## config.mk

```make
export PLATFORM = sky130hd
export DESIGN_NAME = t1_slip_buffer
export DESIGN_NICKNAME = d
export VERILOG_FILES = /design/src/rtl/t1_slip_buffer.sv
export SDC_FILE = /design/constraint.sdc
export NUM_CORES = 1
export LEC_CHECK = 0
export BUFFER_PORTS_ARGS = -buffer_cell sky130_fd_sc_hd__buf_4
export CORE_UTILIZATION = 41
export CTS_BUF_LIST = sky130_fd_sc_hd__clkbuf_16
export DETAILED_ROUTE_END_ITERATION = 7
export SYNTH_ARGS = -nofsm -noshare
export SYNTH_HDL_FRONTEND = slang
export SYNTH_SLANG_ARGS = --single-unit
```

## constraint.sdc

```tcl
create_clock -name clk -period 11.6 [get_ports clk]
set_input_delay 0 -clock clk [delete_from_list [all_inputs] [get_ports clk]]
set_output_delay 0 -clock clk [all_outputs]
set_load 0.02 [all_outputs]
```

## src/rtl/t1_slip_buffer.sv

```systemverilog
module t1_slip_buffer #(
  parameter int FRAME_BITS = 193,
  parameter int SLOT_BITS  = 8,
  parameter int E1_SLOTS   = 32,
  parameter int SLIP_GUARD = 32
) (
  input  logic clk,
  input  logic rst_n,
  input  logic es_en,
  input  logic e1_mode,
  input  logic recenter,
  input  logic flag_clr,
  input  logic wr_stb,
  input  logic wr_bit,
  input  logic wr_fs,
  input  logic rd_stb,
  output logic rd_bit,
  output logic rd_fs,
  output logic slip_flag,
  output logic empty_slip,
  output logic full_slip
);

  localparam int BUF_BITS = 2 * FRAME_BITS;
  localparam int BUF_W    = $clog2(BUF_BITS);
  localparam int IDX_W    = $clog2(FRAME_BITS);
  localparam int E1_BITS  = E1_SLOTS * SLOT_BITS;
  localparam int BIT_W    = $clog2(SLOT_BITS);
  localparam int SLOT_W   = $clog2(E1_SLOTS);
  localparam int POS_W    = BIT_W + SLOT_W;

  logic [BUF_BITS-1:0] store;
  logic [1:0]          wr_frm, rd_frm;
  logic [IDX_W-1:0]    wr_idx;
  logic [POS_W-1:0]    rd_pos;

  // write side
  wire             wr_jump = wr_fs && (wr_idx != '0);
  wire [1:0]       wr_cur  = wr_frm + {1'b0, wr_jump};
  wire [IDX_W-1:0] wr_at   = wr_jump ? '0 : wr_idx;
  wire             wr_last = wr_at == IDX_W'(FRAME_BITS - 1);
  wire [BUF_W-1:0] wr_addr = BUF_W'(wr_at) + (wr_cur[0] ? BUF_W'(FRAME_BITS) : '0);

  always_ff @(posedge clk)
    if (wr_stb) store[wr_addr] <= wr_bit;

  always_ff @(posedge clk or negedge rst_n)
    if (!rst_n) begin
      wr_frm <= 2'd1;
      wr_idx <= '0;
    end else if (recenter) begin
      wr_frm <= 2'd1;
      wr_idx <= '0;
    end else if (wr_stb) begin
      wr_frm <= wr_cur + {1'b0, wr_last};
      wr_idx <= wr_last ? '0 : wr_at + 1'b1;
    end

  // read side mapping
  wire [SLOT_W-1:0] ts     = rd_pos[BIT_W +: SLOT_W];
  wire [BIT_W-1:0]  tb     = rd_pos[BIT_W-1:0];
  wire              pad_ts = ts[1:0] == 2'b00;
  wire              f_pos  = rd_pos == '0;
  wire [SLOT_W-1:0] chan   = ts - (ts >> 2) - 1'b1;
  wire [POS_W-1:0]  e1_idx = f_pos ? '0 : {chan, tb} + 1'b1;
  wire [POS_W-1:0]  rd_at  = e1_mode ? e1_idx : rd_pos;
  wire [BUF_W-1:0]  rd_addr = BUF_W'(rd_at) + (rd_frm[0] ? BUF_W'(FRAME_BITS) : '0);
  wire              rd_val = (e1_mode && pad_ts && !f_pos) ? 1'b1 : store[rd_addr];
  wire [POS_W-1:0]  rd_max = e1_mode ? POS_W'(E1_BITS - 1) : POS_W'(FRAME_BITS - 1);
  wire              rd_end = rd_pos >= rd_max;

  // slip decision at the read frame boundary
  wire       near_end = wr_idx >= IDX_W'(FRAME_BITS - SLIP_GUARD);
  wire [1:0] depth    = wr_frm + {1'b0, near_end} - rd_frm;
  wire       rd_go    = es_en && rd_stb && !recenter;
  wire       slip_dn  = rd_go && rd_end && !depth[1];
  wire       slip_up  = rd_go && rd_end && (depth == 2'd3);

  always_ff @(posedge clk or negedge rst_n)
    if (!rst_n) begin
      rd_frm <= '0;
      rd_pos <= '0;
    end else if (recenter) begin
      rd_frm <= '0;
      rd_pos <= '0;
    end else if (rd_go) begin
      if (rd_end) begin
        rd_pos <= '0;
        rd_frm <= rd_frm + (slip_dn ? 2'd0 : slip_up ? 2'd2 : 2'd1);
      end else begin
        rd_pos <= rd_pos + 1'b1;
      end
    end

  always_ff @(posedge clk or negedge rst_n)
    if (!rst_n) begin
      rd_bit <= 1'b0;
      rd_fs  <= 1'b0;
    end else if (!es_en) begin
      if (wr_stb) begin
        rd_bit <= wr_bit;
        rd_fs  <= wr_fs;
      end
    end else if (rd_stb) begin
      rd_bit <= rd_val;
      rd_fs  <= f_pos;
    end

  always_ff @(posedge clk or negedge rst_n)
    if (!rst_n) begin
      slip_flag  <= 1'b0;
      empty_slip <= 1'b0;
      full_slip  <= 1'b0;
    end else begin
      slip_flag  <= slip_dn | slip_up | (slip_flag & ~flag_clr);
      empty_slip <= slip_dn | (empty_slip & ~flag_clr);
      full_slip  <= slip_up | (full_slip & ~flag_clr);
    end

  AST_FLAG_STICKY: assert property (@(posedge clk) disable iff (!rst_n)
    slip_flag && !flag_clr |=> slip_flag);
  AST_FLAG_CLEAR: assert property (@(posedge clk) disable iff (!rst_n)
    flag_clr && !rd_stb |=> !slip_flag && !empty_slip && !full_slip);
  AST_KIND_NEEDS_SLIP: assert property (@(posedge clk) disable iff (!rst_n)
    (empty_slip || full_slip) |-> slip_flag);
  AST_ONE_KIND_AT_ONCE: assert property (@(posedge clk) disable iff (!rst_n)
    $rose(full_slip) |-> !$rose(empty_slip));
  AST_PAD_ONES: assert property (@(posedge clk) disable iff (!rst_n)
    es_en && e1_mode && rd_stb && pad_ts && !f_pos |=> rd_bit);
  AST_OUT_HOLD: assert property (@(posedge clk) disable iff (!rst_n)
    !rd_stb && !wr_stb |=> $stable(rd_bit) && $stable(rd_fs));

endmodule

```

==> impl_metrics.tcl, run 1 <==
set metrics [dict create \
    core_area_um2 45670 \
    syn-mean-instance-area_um2 13.38 \
    crit_fanout 16 \
    route.detailed.drc 0 \
    place_area_um2 19800 \
    crit_top_cell "ha_1" \
    die_w_um 218.0 \
    cts_num_sinks 411 \
    reg2reg_to "store[379]" \
    rsz0062_at_grt "no" \
    vias 11660 \
    yosysMostFrequentCell "nor2_1" \
    critPathRequiredTime_ps 11860 \
    worstHoldEndpoint "empty_slip" \
    grt_pass1_vias 11600 \
    worstRegToRegCells 13 \
    synth_area_um2 19130 \
    routed_via_density 5.695 \
    worst_path_max_delay_cell "nor2_1" \
    fin_tns_setup_ps 0 \
    worst_slack_ps 5900 \
    max_stage_delay_ps 730 \
    leakage_uw 0.006539 \
    synth.area.top_cells "edfxtp_1 (61%), mux4_2 (12%), nor2_1 (8.2%), dfrtp_1 (3.1%), nand2_1 (2.1%)" \
    h-tree-depth 2 \
    overflow 0 \
    yosysWarnings 0 \
    wire_per_inst_um 22.51 \
    hp-class "in -> reg" \
    synth_edf_count 386 \
    async_flop_share 0.06083 \
    die_area_um2 47520 \
    arrival_ps 5960 \
    clock_path_buffers 3 \
    row_count 78 \
    maxSlewViolCount 0 \
    period_needed_ps 5700 \
    endpoint_kind "register" \
    synth_top_area_share 0.6060 \
    grt_first_pass_wirelength_mm 69.81 \
    grt.total_usage 0.1975 \
    grt_max_degree 277 \
    worst_slew_pin_slew_ps 1097 \
    path_clk_slew_ps 60 \
    cts_made_buffers 44 \
    wirelength_mm 46.10 \
    area_delta_synth_final_pct 11.15 \
    postRouteAntennaNets 0 \
    r2r_slack_ps 5900 \
    vdd_drop_max_uv 85.40 \
    slew_headroom 0.2686 \
    synth_flop_cell "edfxtp_1" \
    port-buffer-count 14 \
    p_per_area_nw_per_um2 149.0 \
    setup_viol 0 \
    hold_viol 0 \
    antenna_found_initial 0 \
    fin_crit_sh 0.4914 \
    ys_types 67 \
    worstHoldStart "flag_clr" \
    cts_root_buffer "clkbuf_16" \
    fmax_ghz 0.1754 \
    startpoint_type "register" \
    first_pass_iters 5 \
    fp.dieH_um 218.0 \
    gp_congestion 0.7993 \
    drive_gt1_frac 0.1526 \
    dpl.hpwl_mm 25.10 \
    syn_nets 1466 \
    worstPathCellList "or3_1, or3_1, o41ai_2, inv_2, ha_1, ha_1, ha_1, nand3_1, xor2_1, or2_2, nor2_1, nand2_1, nor2_1" \
    clock_latency_ps 570 \
    maxCapViolations 0 \
    yosys_register_bits 411 \
    critPathKind "reg -> reg" \
    fin_skew_ps 15.00 \
    r2r-start "wr_idx[2]" \
    synth_top_cell_by_area "edfxtp_1" \
    min_path_cells 3 \
    n_antenna_cell 0 \
    nets 1456 \
    io-pin-count 15 \
    cts_tree "built" \
    drt_iter0_drc 1423 \
    place_ws_ps 5977 \
    final_cell_area_um2 21260 \
    synthTopCellsByCount "nor2_1 (417), edfxtp_1 (386), nand2_1 (109)" \
    synthCells 1429 \
    initial_core_util 0.4188 \
    status "completed" \
    seq_area_frac_synth 0.6388 \
]
-- worst max-delay path by stage --
stage / startpoint / end / slack (ps) / cells after the start
final: wr_idx[2] / store[379] / 5900 / 13
after global routing: wr_idx[2] / store[369] / 5520 / 13
after CTS: rd_pos[5] / rd_bit / 5970 / 13
after detailed placement: rd_pos[5] / rd_bit / 5980 / 13
after global placement: rd_pos[5] / rd_bit / 5990 / 13
after floorplan: wr_idx[2] / store[262] / 7420 / 13
-- registers in the layout, indices dropped and copies added, names as in the netlist --
register and flops:
rd_pos 8, rd_frm 2, wr_idx 8, slip_flag 1, empty_slip 1, store 386
wr_frm 2, rd_fs 1, rd_bit 1, full_slip 1
-- kinds of logic after synthesis --
| kind of cell | after synthesis | synth area share |
|---|---|---|
| xor gates and xnor gates | 29 | 0.01367 |
| buffers and inverters | 119 | 0.02420 |
| and+or+nand+nor | 610 | 0.1300 |
| DFF | 411 | 0.6388 |
| adders and majority gates | 27 | 0.01805 |
| AOI/OAI and AO/OA | 101 | 0.03807 |
| muxes | 132 | 0.1372 |
-- cell usage in the layout (no fill, tap or decap), drive strengths merged, types with 15 or more instances in the layout --
cell    netlist  routed
clkinv        0      16
mux2i        26      26
a21oi        21      21
nand2       109     109
clkbuf       79      45
buf          21      32
xnor2        15      15
nand3        22      22
inv          19      30
ha           26      26
mux4        104     104
edfxtp      386     386
nor2        417     417
dfrtp        24      24
o21ai        16      16
-- routing by layer --
metal	vias up	track usage	share of wire
met3	81	0.03710	0.063
met2	378	0.3089	0.46
met4	0	0.07669	0.033
met5	-	0	0
li1	5209	-	-
met1	5996	0.2729	0.44
-- area by class of cell --
type	instances	area [um2]
Inverter	19	71.32
Clock inverter	30	191.4
Multi-Input combinational cell	899	6509
Timing Repair Buffer	44	392.9
Tap cell	600	750.7
Fill cell	4076	24410
Clock buffer	45	1126
Sequential cell	411	12220
-- critical path, delay by kind of cell, from the launching register on --
| kind | cells | cell delay (ps) |
|---|---|---|
| and+or+nand+nor | 7 | 2820 |
| adders and majority gates | 3 | 1040 |
| AOI/OAI and AO/OA | 1 | 640 |
| DFF | 1 | 510 |
| buffers and inverters | 1 | 190 |
| xor gates and xnor gates | 1 | 180 |
-- metrics by stage --
| stage | hold WS (ps) | util | power (uW) | cells |
|---|---|---|---|---|
| 2_1_floorplan | -295.6 | - | 1793 | 1429 |
| 3_3_place_gp | -59.69 | 0.4335 | 1870 | 1960 |
| 3_5_place_dp | -56.68 | 0.4335 | 1872 | 1960 |
| 4_1_cts | 168.6 | 0.4655 | 3188 | 2048 |
| 5_1_grt | 206.0 | 0.4655 | 3255 | 2048 |
| 6_report | 192.3 | 0.4655 | 3167 | 2048 |
-- where the power goes --
| part | internal, uW | total (uW) | switching, uW | leakage, uW |
|---|---|---|---|---|
| Sequential | 1630 | 1630 | 3.96 | 0.00381 |
| Combinational | 80.2 | 214 | 133 | 0.00205 |
| Clock | 744 | 1320 | 579 | 0.000678 |
-- timing repair --
item / 4_1_cts / 5_1_grt
gates resized for setup: 0 / 0
setup buffers: 0 / 0
hold buffers: 13 / 0
endpoints found under the hold margin: 156 / 0
endpoints found under the setup margin: 0 / 0
(Power assumes the default switching activity.)
==> run 2, diff against run 1 <==
Settings changed: ABC_AREA set to 1.
Clock period 11.6 ns to 5.1 ns, I/O delays scaled along.
==> run 2 against run 1 <==
Compared with the run above:
- non-clock buffer count grew 15
- clock power grew 130%
- count of clock-buffer cells in the layout grew 2
- synthesized cell count grew 43%
- clock skew shrank 2.4 ps
- critical path type unchanged
- largest power group unchanged
==> impl_metrics.tcl, run 2 <==
set metrics [dict create \
    r2r-start "wr_idx[1]" \
    wire_per_inst_um 19.89 \
    vias 14780 \
    final_common_cell "nor2_1" \
    crit_fanout 16 \
    port-buffer-count 14 \
    drive_gt1_frac 0.07579 \
    path_clk_slew_ps 60 \
    setup_viol 0 \
    clock_path_buffers 3 \
    h-tree-depth 2 \
    critPathLaunch "wr_idx[1]" \
    rsz0062_at_grt "no" \
    p_comb_frac 0.293 \
    ys_types 45 \
    maxCapViolations 0 \
    grt_first_pass_wirelength_mm 82.07 \
    overflow 0 \
    yosys_register_bits 411 \
    seq_area_frac_synth 0.6197 \
    routed_via_density 5.572 \
    startpoint_type "register" \
    grt_pass1_vias 14280 \
    io-pin-count 15 \
    critPathKind "reg -> reg" \
    synth_edf_count 386 \
    switching_share 0.3420 \
    cts_root_buffer "clkbuf_16" \
    synth_area_um2 19720 \
    drt_iter0_drc 1432 \
    yosysWarnings 0 \
    pwr-share-seq 0.389 \
    vdd_drop_max_uv 525.5 \
    p_total_uw 9572 \
    whs_ps 9.208 \
    synthTopCellsByCount "nor2_1 (598), edfxtp_1 (386), nand2_1 (302)" \
    grt_max_degree 194 \
    cp.depth 15 \
    status "completed" \
    postRouteAntennaNets 0 \
    worst_slew_pin_slew_ps 1127 \
    worstRegToRegCells 15 \
    pwr-share-clk 0.319 \
    n_antenna_cell 0 \
    cts_made_buffers 45 \
    stdcell_count 2652 \
    hp-class "in -> reg" \
    final_cell_mix "nor2_1 (598), edfxtp_1 (386), nand2_1 (296), o21ai_0 (196)" \
    synth_top_area_share 0.5879 \
    hold_viol 0 \
    r2r_slack_ps 900 \
    core_area_um2 46950 \
    fin_tns_setup_ps 0 \
    row_count 79 \
    synthCells 2045 \
    syn-mean-instance-area_um2 9.641 \
    switchingPower_uw 3274 \
    antenna_found_initial 0 \
    largest_reg_flops 386 \
    grt.total_usage 0.2159 \
    area_delta_synth_final_pct 10.56 \
    dp.cells 2565 \
    slew_headroom 0.2487 \
    endpoint_kind "register" \
    syn_nets 2082 \
    fin_crit_sh 0.8229 \
    cp-endpoint "store[360]" \
    die_area_um2 48970 \
    worstPathCellList "inv_1, nand3_1, nor3_2, a21boi_4, ha_1, ha_1, ha_1, nand2_1, nor2_1, nand3_1, nand2_1, a21oi_1, nor3_1, nand2_1, nor2_1" \
    wirelength_mm 52.76 \
    critPathRequiredTime_ps 5370 \
    async_flop_share 0.06083 \
    yosysMostFrequentCell "nor2_1" \
    worstHoldStart "wr_bit" \
    fin_skew_ps 12.56 \
    p_per_area_nw_per_um2 439.2 \
    clock_latency_ps 570 \
    route.detailed.drc 0 \
    nets 2052 \
    cts_num_sinks 411 \
    synth_flop_cell "edfxtp_1" \
    arrival_ps 4460 \
    maxSlewViolCount 0 \
    period_needed_ps 4197 \
    cp_top_family "simple AND/OR/NAND/NOR gates" \
    post-route-util 0.4643 \
    worst_path_max_delay_cell "nor3_1" \
    regMostFlops "store" \
    nFillCells 4440 \
    first_pass_iters 8 \
    initial_core_util 0.4199 \
    die_w_um 221.3 \
    synth_top_cell_by_area "edfxtp_1" \
    cts_resized 0 \
    gp_congestion 0.9210 \
    fp.dieH_um 221.3 \
    top_regs "store (386), rd_pos (8), wr_idx (8)" \
    dpl.hpwl_mm 29.20 \
    critPathBufInv 1 \
    fmax_ghz 0.2383 \
    reg2reg_to "store[360]" \
    intPower_uw 6299 \
    leakage_uw 0.007438 \
    synth.area.top_cells "edfxtp_1 (59%), nor2_1 (11%), nand2_1 (5.7%), o21ai_0 (5.0%), dfrtp_1 (3.0%)" \
    max_stage_delay_ps 660 \
    cts_tree "built" \
]
-- run 2: cell count changes after synthesis, moves of 53 or more --
| cell | change |
|---|---|
| nor2_1 | +181 |
| inv_1 | +59 |
| o21ai_0 | +181 |
| nand3_1 | +53 |
| mux4_2 | -104 |
| o22ai_1 | +82 |
| nand2_1 | +193 |
-- run 2: worst min-delay path by stage --
stage	end	slack (ps)	cells past startpoint
floorplan	empty_slip	-300	0
global placement	wr_idx[1]	-70	1
detailed placement	wr_idx[1]	-70	1
CTS	store[6]	70	1
global route	store[6]	70	1
finish	store[6]	9	1
-- run 2: metrics by stage --
stage	setup slack (ps)	cell area (um2)
floorplan	1684	19720
global placement	1005	20330
detailed placement	968.5	20330
CTS	954.5	21800
global route	529.4	21800
finish	903.3	21800
-- run 2: cell families (layout without fill, tap and decap cells) --
family	after synthesis	after routing	synth area share
AO/OA/AOI/OAI	341	341	0.09926
flip-flops	411	411	0.6197
buffers and inverters	218	218	0.04620
XOR/XNOR	20	20	0.009266
AND/OR/NAND/NOR	1028	1028	0.2080
adder cells (fa/ha/maj)	27	27	0.01752
-- run 2: final cells by class --
type	instances	area (um2)	share of cell area
Multi-Input combinational cell	1416	6626	0.3040
Sequential cell	411	12220	0.5605
Tap cell	607	759.5	0.03484
Timing Repair Buffer	59	523.0	0.02399
Clock buffer	47	1176	0.05396
Inverter	82	312.8	0.01435
Clock inverter	30	181.4	0.008323
-- run 2: power groups by stage --
stage                     Sequential, uW  Combinational [uW]  Clock, uW
final                               3720                2800       3050
after global routing                3720                3120       3230
after CTS                           3720                2800       3100
after detailed placement            3790                2780          0
after global placement              3790                2750          0
after floorplan                     3790                1900          0
-- run 2: timing repair --
item | 4_1_cts | 5_1_grt
endpoints found under the hold margin | 49 | 0
hold buffers | 10 | 0
buffers inserted | 0 | 0
-- run 2: metal layers --
layer,GRT usage,vias to the layer above,wire length (um)
met5,0,-,0
met4,0.07219,0,1274
met3,0.03293,90,3840
met2,0.3565,513,24880
met1,0.2906,7267,22770
li1,-,6906,-
